[config.mk]
export PLATFORM = sky130hd
export DESIGN_NAME = lin_sweep_acc
export DESIGN_NICKNAME = d
export VERILOG_FILES = /design/src/rtl/sweep_pkg.sv /design/src/rtl/sweep_cfg_regs.sv /design/src/rtl/sweep_rate_div.sv /design/src/rtl/sweep_step_unit.sv /design/src/rtl/lin_sweep_acc.sv
export SDC_FILE = /design/constraint.sdc
export NUM_CORES = 1
export LEC_CHECK = 0
export ABC_CLOCK_PERIOD_IN_PS = 4230
export CAP_MARGIN = 15
export CORE_MARGIN = 8
export CORE_UTILIZATION = 38
export CTS_CLUSTER_SIZE = 8
export DETAILED_ROUTE_END_ITERATION = 6
export PLACE_DENSITY = 0.69
export SYNTH_ARGS = -nofsm -noshare
export SYNTH_HDL_FRONTEND = slang
export SYNTH_SLANG_ARGS = --single-unit
[constraint.sdc]
create_clock -name clk -period 4.23 [get_ports clk]
set_clock_uncertainty 0.05 [all_clocks]
set_input_delay 0.846 -clock clk [delete_from_list [all_inputs] [get_ports clk]]
set_output_delay 0.846 -clock clk [all_outputs]
set_load 0.02 [all_outputs]
[src/rtl/sweep_pkg.sv]
package sweep_pkg;

    typedef enum logic [1:0] {
        REG_LOW  = 2'd0,
        REG_HIGH = 2'd1,
        REG_STEP = 2'd2,
        REG_RATE = 2'd3
    } sweep_reg_e;

    typedef enum logic {
        DIR_UP   = 1'b0,
        DIR_DOWN = 1'b1
    } sweep_dir_e;

    typedef struct packed {
        logic active;
        logic done;
    } run_flags_t;

    function automatic sweep_dir_e dir_from_pin(input logic down);
        return down ? DIR_DOWN : DIR_UP;
    endfunction

endpackage

[src/rtl/sweep_cfg_regs.sv]
module sweep_cfg_regs
    import sweep_pkg::*;
#(
    parameter int ACC_W   = 32,
    parameter int DELTA_W = 16,
    parameter int RATE_W  = 8
) (
    input  logic               clk,
    input  logic               rst,
    input  logic               we,
    input  logic [1:0]         addr,
    input  logic [ACC_W-1:0]   wdata,
    output logic [ACC_W-1:0]   bound_lo,
    output logic [ACC_W-1:0]   bound_hi,
    output logic [DELTA_W-1:0] step_amt,
    output logic [RATE_W-1:0]  rate_k
);
    sweep_reg_e sel;
    assign sel = sweep_reg_e'(addr);

    always_ff @(posedge clk) begin
        if (rst) begin
            bound_lo <= '0;
            bound_hi <= '0;
            step_amt <= '0;
            rate_k   <= '0;
        end else if (we) begin
            case (sel)
                REG_LOW:  bound_lo <= wdata;
                REG_HIGH: bound_hi <= wdata;
                REG_STEP: step_amt <= wdata[DELTA_W-1:0];
                REG_RATE: rate_k   <= wdata[RATE_W-1:0];
                default:  ;
            endcase
        end
    end
endmodule

[src/rtl/sweep_rate_div.sv]
module sweep_rate_div #(
    parameter int RATE_W = 8
) (
    input  logic              clk,
    input  logic              rst,
    input  logic              load,
    input  logic              run,
    input  logic [RATE_W-1:0] rate_k,
    output logic              tick
);
    logic [RATE_W-1:0] cnt_q;
    logic [RATE_W-1:0] reload;

    assign reload = (rate_k == '0) ? '0 : rate_k - 1'b1;
    assign tick   = run && !load && (cnt_q == '0);

    always_ff @(posedge clk) begin
        if (rst) begin
            cnt_q <= '0;
        end else if (load || tick) begin
            cnt_q <= reload;
        end else if (run) begin
            cnt_q <= cnt_q - 1'b1;
        end
    end
endmodule

[src/rtl/sweep_step_unit.sv]
module sweep_step_unit
    import sweep_pkg::*;
#(
    parameter int ACC_W   = 32,
    parameter int DELTA_W = 16
) (
    input  logic [ACC_W-1:0]   cur,
    input  logic [DELTA_W-1:0] step_amt,
    input  logic [ACC_W-1:0]   bound_lo,
    input  logic [ACC_W-1:0]   bound_hi,
    input  sweep_dir_e         dir,
    output logic [ACC_W-1:0]   next_val,
    output logic               hit
);
    localparam int EXT_W = ACC_W + 1;

    logic [EXT_W-1:0] cur_x, step_x, up_sum, lo_floor;

    always_comb begin
        cur_x    = {1'b0, cur};
        step_x   = {{(EXT_W-DELTA_W){1'b0}}, step_amt};
        up_sum   = cur_x + step_x;
        lo_floor = {1'b0, bound_lo} + step_x;
        if (dir == DIR_UP) begin
            hit      = up_sum > {1'b0, bound_hi};
            next_val = up_sum[ACC_W-1:0];
        end else begin
            hit      = cur_x < lo_floor;
            next_val = cur - step_x[ACC_W-1:0];
        end
    end
endmodule

[src/rtl/lin_sweep_acc.sv]
module lin_sweep_acc
    import sweep_pkg::*;
#(
    parameter int ACC_W   = 32,
    parameter int DELTA_W = 16,
    parameter int RATE_W  = 8
) (
    input  logic             clk,
    input  logic             rst,
    input  logic             cfg_we,
    input  logic [1:0]       cfg_addr,
    input  logic [ACC_W-1:0] cfg_wdata,
    input  logic             sweep_go,
    input  logic             sweep_down,
    output logic [ACC_W-1:0] ramp_value,
    output logic             ramp_active,
    output logic             ramp_done
);
    logic [ACC_W-1:0]   bound_lo, bound_hi, next_val, delta_val;
    logic [DELTA_W-1:0] step_amt;
    logic [RATE_W-1:0]  rate_k;
    logic               tick, hit;
    sweep_dir_e         dir;
    logic [ACC_W-1:0]   value_q;
    run_flags_t         flags_q;

    assign dir       = dir_from_pin(sweep_down);
    assign delta_val = {{(ACC_W-DELTA_W){1'b0}}, step_amt};

    sweep_cfg_regs #(.ACC_W(ACC_W), .DELTA_W(DELTA_W), .RATE_W(RATE_W)) u_cfg (
        .clk(clk), .rst(rst), .we(cfg_we), .addr(cfg_addr), .wdata(cfg_wdata),
        .bound_lo(bound_lo), .bound_hi(bound_hi), .step_amt(step_amt), .rate_k(rate_k)
    );

    sweep_rate_div #(.RATE_W(RATE_W)) u_div (
        .clk(clk), .rst(rst), .load(sweep_go), .run(flags_q.active),
        .rate_k(rate_k), .tick(tick)
    );

    sweep_step_unit #(.ACC_W(ACC_W), .DELTA_W(DELTA_W)) u_step (
        .cur(value_q), .step_amt(step_amt), .bound_lo(bound_lo), .bound_hi(bound_hi),
        .dir(dir), .next_val(next_val), .hit(hit)
    );

    always_ff @(posedge clk) begin
        if (rst) begin
            value_q <= '0;
            flags_q <= '0;
        end else if (sweep_go) begin
            value_q        <= (dir == DIR_DOWN) ? bound_hi : bound_lo;
            flags_q.active <= 1'b1;
            flags_q.done   <= 1'b0;
        end else if (tick) begin
            if (hit) begin
                flags_q.active <= 1'b0;
                flags_q.done   <= 1'b1;
            end else begin
                value_q      <= next_val;
                flags_q.done <= 1'b0;
            end
        end else begin
            flags_q.done <= 1'b0;
        end
    end

    assign ramp_value  = value_q;
    assign ramp_active = flags_q.active;
    assign ramp_done   = flags_q.done;
endmodule

# == After elaboration in Yosys (flattened, before gate mapping) ==
# Index checks and enable logic that the tools add are counted.
# classes
n_reduce_logical,17
order_cmp,2
add_sub_neg,5
n_eq_ne,4
bitwise,1
muxes,15
# ops
cell,n
32-bit two-way mux,5
32-bit by 16-bit adder with 33-bit output,2
33-bit by 32-bit > comparator with 1-bit output,1
32-bit by 33-bit less-than comparator with 1-bit output,1
32-bit by 16-bit subtractor with 32-bit output,1
8-bit two-way mux,3
8-bit logical NOT,2
"8-bit by 1-bit subtractor with 8-bit output, second input constant",2
2-bit AND reduction,6
1-bit two-way mux,6
2-bit nonzero test,3
"2-bit equality test, second input constant",2
3-bit OR reduction,1
"2-bit by 1-bit equality test with 1-bit output, second input constant",1
1-bit logical AND,2
2-bit logical NOT,1
2-bit two-way mux,1
"2-bit inequality test, second input constant",1
1-bit logical NOT,1
1-bit logical OR,1
1-bit inverter,1
# word_totals
register_bits,130
elab_cells,52

# == Depth between registers and ports, before layout ==
# depth
word_depth,6
mapped_depth,22
depth_no_buf,20

# == Cells and area by module ==
# From an unflattened synthesis, not the netlist that was laid out.
# hier_totals
hier_cells,1290
area_unflattened_um2,11119.4
# modules_own_cells
module,instances,cells_each,area_each_um2
sweep_step_unit,1,723,5193.7
sweep_cfg_regs,1,325,3569.7
lin_sweep_acc,1,151,1636.6
sweep_rate_div,1,91,719.4

# == Worst setup path after synthesis ==
# Ideal clock, no wire load.
# synth_path
path_kind,flip-flop to flip-flop
startpoint,reg value_q[0] (netlist: ramp_value[0])
endpoint,reg value_q[27] (netlist: ramp_value[27])
path_stages_with_launch,20
setup_slack_ns,-0.518
n_path_buf,1
required_time_ns,4.089
setup_time_ns,0.091
arrival_ns,4.607
cell_sequence,dfxtp_1 -> ha_1 -> fa_1 -> nand2b_4 -> a2111oi_4 -> o311a_4 -> o31ai_1 -> and2_1 -> clkbuf_1 -> nor2_1 -> nand2_1 -> xnor2_1 -> ha_1 -> nand4_1 -> nor4_1 -> a31oi_1 -> o22ai_1 -> a22oi_4 -> or4_1 -> a311oi_1
# synth_between
elab_chain_len,5
# synth_rtl
element,line_no,text
start: declaration,lin_sweep_acc.sv:24,logic [ACC_W-1:0] value_q;
start signal: assignment,lin_sweep_acc.sv:50,value_q <= (dir == DIR_DOWN) ? bound_hi : bound_lo;
start signal: assignment,lin_sweep_acc.sv:58,value_q <= next_val;
32-bit by 16-bit adder with 33-bit output or 32-bit by 16-bit subtractor with 32-bit output (tied branches),"sweep_step_unit.sv:22, sweep_step_unit.sv:29",
33-bit by 32-bit > comparator with 1-bit output or 32-bit two-way mux (tied branches),"sweep_step_unit.sv:25, sweep_step_unit.sv:24",
1-bit two-way mux or 32-bit two-way mux (tied branches),"sweep_step_unit.sv:24, lin_sweep_acc.sv:54",
2-bit inequality test (no source line) or 32-bit two-way mux (tied branches),--,
2-bit AND reduction (no source line) or 32-bit two-way mux (tied branches),--,
# Parallel ways exist; a longest one is shown, timed or not. The select of a mux whose other input is x is not followed.
# A chain may end at the register's enable or synchronous reset.

# == Worst setup path in the final report ==
# layout_path
startpoint,reg u_cfg.step_amt[0]
endpoint,reg value_q[7] (netlist: ramp_value[7])
# layout_between
elab_chain_len,5
# layout_rtl
element,line_no,text
start: declaration,sweep_cfg_regs.sv:15,"output logic [DELTA_W-1:0] step_amt,"
start signal: assignment,sweep_cfg_regs.sv:31,REG_STEP: step_amt <= wdata[DELTA_W-1:0];
"32-bit by 16-bit adder with 33-bit output, or another cell as far along",sweep_step_unit.sv:22,up_sum = cur_x + step_x;
"33-bit by 32-bit > comparator with 1-bit output, or another cell as far along",sweep_step_unit.sv:25,"hit = up_sum > {1'b0, bound_hi};"
1-bit two-way mux or 32-bit two-way mux (tied branches),"sweep_step_unit.sv:24, lin_sweep_acc.sv:54",
2-bit inequality test (no source line) or 32-bit two-way mux (tied branches),--,
2-bit AND reduction (no source line) or 32-bit two-way mux (tied branches),--,
# Parallel ways exist; a longest one is shown, timed or not. The select of a mux whose other input is x is not followed.

==> impl_results.md <==
- Count leader, synth: nand2_1
- Design area: 14900 sq um
- Number of vias per cell: 5.81
- Hold Crit Class: reg2reg
- Die Y: 187 um
- Proportion of netlist area held by the largest area contributor: 23.5%
- Slew Viols, Final: 0
- Setup Crit Path Kind: reg2reg
- Total Wirelength: 44200 um
- WP data required: 4.49 ns
- Worst Path Max Fanout: 5
- Clock sink total: 130
- IO buf count: 72
- Die Wd: 187 um
- Routed via count: 12.4k
- First-pass DRT Iterations: 6
- Routed len/inst: 20.7 um
- Pwr/cell area: 297 nW/um^2
- Largest area contributor in the netlist: dfxtp_1
- CP Launch Type: flip-flop
- Switching Power: 1.64 mW
- DP Area: 13900 sq um
- Synth top cells by count: nand2_1, a21oi_1, dfxtp_1
- Rows: 62
- Status: finished, violations left
- Worst vdd ir: 291 uV
- Relative slew slack: 37.3%
- Setup Viol. Count Final: 34
- Nets@finish: 1895
- Worst-path clk slew: 0.07 ns
- CTS root buf: clkbuf_16
- H-tree levels: 4
- Clk_lat worst skew: 0.44 ns
- Ports: 73
- Final period demand of the worst path: 4.91 ns
- Max Buffers Root-to-Sink: 2
- Dpl hpwl: 32900 um
- Global-route usage over all layers: 24.5%
- Syn. warnings: 0
- Flops & latches, synth: 130
- P&R area growth vs syn: 34.6%
- CP arrival: 5.17 ns
- Post-synthesis sequential area ratio: 23.5%
- Final Hold Slack: 0.412 ns
- RSZ-0062 raised after global routing: yes
- Post-Syn Area: 11100 sq um
- Syn_area_per_cell: 7.48 sq um
- # DRC: 0
- Fin crit share: 116%
- Setup TNS: -17.97 ns
- N_diodes: 0
- Cts bufs inserted: 17
- CTS tree: done
- Dominant synthesized flop cell: dfxtp_1
- Vias in the first global route: 12.2k
- Post-synth EDFFs: 0
- First-pass GRT wire length: 68800 um
- Critical Path End Type: flip-flop
- Initial Util: 38.6%
- Library cells used by synthesis: 89
- Layout cells sized above 1: 22.3%
- Combinational power share: 33.8%
- Post-synthesis instance total: 1480
- Leak: 6.25 nW
- Core area: 28700 sq um
- Post-synth ARST share: 0%
- Pin count of the biggest net entering global routing: 122
- Clock group share of total power: 36.1%
- Final Power: 4.42 mW
- R2R setup slack: -0.68 ns
- Post-route antenna net violation count: 0
- Area contributors post-synth: dfxtp_1, ha_1, nand2_1
- Worst setup margin: -0.679 ns
- Violated checks: setup timing
- P_int: 2.78 mW
- Placer Congestion: 0.967
- Full die area: 34900 sq um
- Synthesized Nets: 1635
- Final core occ: 51.9%
- Seq pwr share: 30.1%
- Max-cap violations: 0
- Fmax: 204 MHz
- Total grt overflow: 0
- Worst Tran Pin Value: 0.941 ns
- Fillcell total: 2763
- Initial antenna violation count: 0
- DR iter-0 viols: 1051
- Fin. Hold Viols: 0
- Sw Share: 37.2%
[state kept, by name, summed over array words and instances, names as in the netlist]
| signal | cells |
|---|---|
| u_div.cnt_q | 8 |
| u_cfg.bound_hi | 32 |
| ramp_done | 1 |
| ramp_value | 32 |
| u_cfg.bound_lo | 32 |
| ramp_active | 1 |
| u_cfg.step_amt | 16 |
| u_cfg.rate_k | 8 |
[worst max-delay path, stage by stage, from the launching register on]
cell and delay, ns:
dfxtp_4 0.37, ha_4 0.16, fa_2 0.39, nand2b_4 0.10
a2111oi_4 0.08, o311a_4 0.35, buf_12 0.13, o31ai_4 0.44
nor2_2 0.08, xor2_1 0.16, ha_1 0.30, a21o_1 0.22
a2111oi_4 0.32, o21ai_2 0.13, a211o_1 0.34, o22ai_4 0.17
buf_4 0.17, and3_4 0.21, buf_4 0.16, nor3_2 0.06
a311oi_2 0.37
[area by class of cell]
type	count	area, sq um	area share, %
multi-input cells	1182	8200	55.0
repair buffers	326	2690	18.1
flip-flops and latches	130	2620	17.5
well taps	384	480	3.22
clock buffers	17	425	2.85
inverters	83	312	2.09
clock inverters	15	186	1.25
[worst paths after layout]
kind	start	to	depth (start not counted)
min reg2reg	u_cfg.bound_hi[28]$_SDFFE_PP0P_	u_cfg.bound_hi[28]$_SDFFE_PP0P_	2
max	u_cfg.step_amt[0]$_SDFFE_PP0P_	ramp_value[7]$_SDFFE_PP0P_	20
max reg2reg	u_cfg.step_amt[0]$_SDFFE_PP0P_	ramp_value[7]$_SDFFE_PP0P_	20
min	u_cfg.bound_hi[28]$_SDFFE_PP0P_	u_cfg.bound_hi[28]$_SDFFE_PP0P_	2
[metal layers]
metal	GRT usage, %	vias up	part of all wire [%]
met5	0	-	0
met4	9.93	0	3.9
met3	3.71	113	7.2
met2	41.2	548	46
met1	30.8	5921	42
li1	-	5829	-
[repair_timing]
item | 4_1_cts | 5_1_grt
pin swaps | 21 | 24
setup endpoints to repair | 34 | 34
hold buffers | 0 | 0
resized for setup | 58 | 23
buffers inserted | 10 | 2
[through the flow]
stage / instances / setup WS, ns
after floorplan: 1480 / -0.0748
after global placement: 2094 / -0.652
after detailed placement: 2094 / -0.858
after CTS: 2135 / -0.613
after global routing: 2137 / -0.770
final: 2137 / -0.679
[logic make-up after synthesis]
kind of cell / count (synthesis) / synth area share, %
XOR/XNOR: 79 / 6.25
AO/OA/AOI/OAI: 398 / 23.8
adder cells (fa/ha/maj): 116 / 13.3
AND/OR/NAND/NOR: 551 / 23.3
multiplexers: 38 / 3.64
flip-flops: 130 / 23.5
buffers and inverters: 168 / 6.15
[cell usage in the layout (no fill, tap or decap), types with 9 or more instances in the layout]
cell	n
clkbuf_16	17
nand4_1	20
o21ai_0	40
clkdlybuf4s50_1	70
and3_1	12
inv_1	80
a21o_1	13
buf_6	9
a31oi_1	16
a21oi_1	164
o21a_1	9
dfxtp_1	122
nor2_1	90
o31a_1	9
nand3_1	36
nand2b_1	13
mux2i_1	29
xnor2_1	47
or3_1	9
ha_1	112
nor3_1	33
nor2b_1	18
nor4_1	18
xor2_1	31
o211ai_1	11
nand2_1	238
buf_4	244
o31ai_1	10
[power groups by stage]
stage | registers [mW] | logic, mW | clock network [mW]
finish | 1.33 | 1.50 | 1.60
global placement | 1.36 | 1.36 | 0
global route | 1.34 | 1.60 | 1.66
CTS | 1.33 | 1.45 | 1.61
detailed placement | 1.36 | 1.36 | 0
floorplan | 1.38 | 0.778 | 0
No activity file was read; power rests on OpenSTA's default activity.
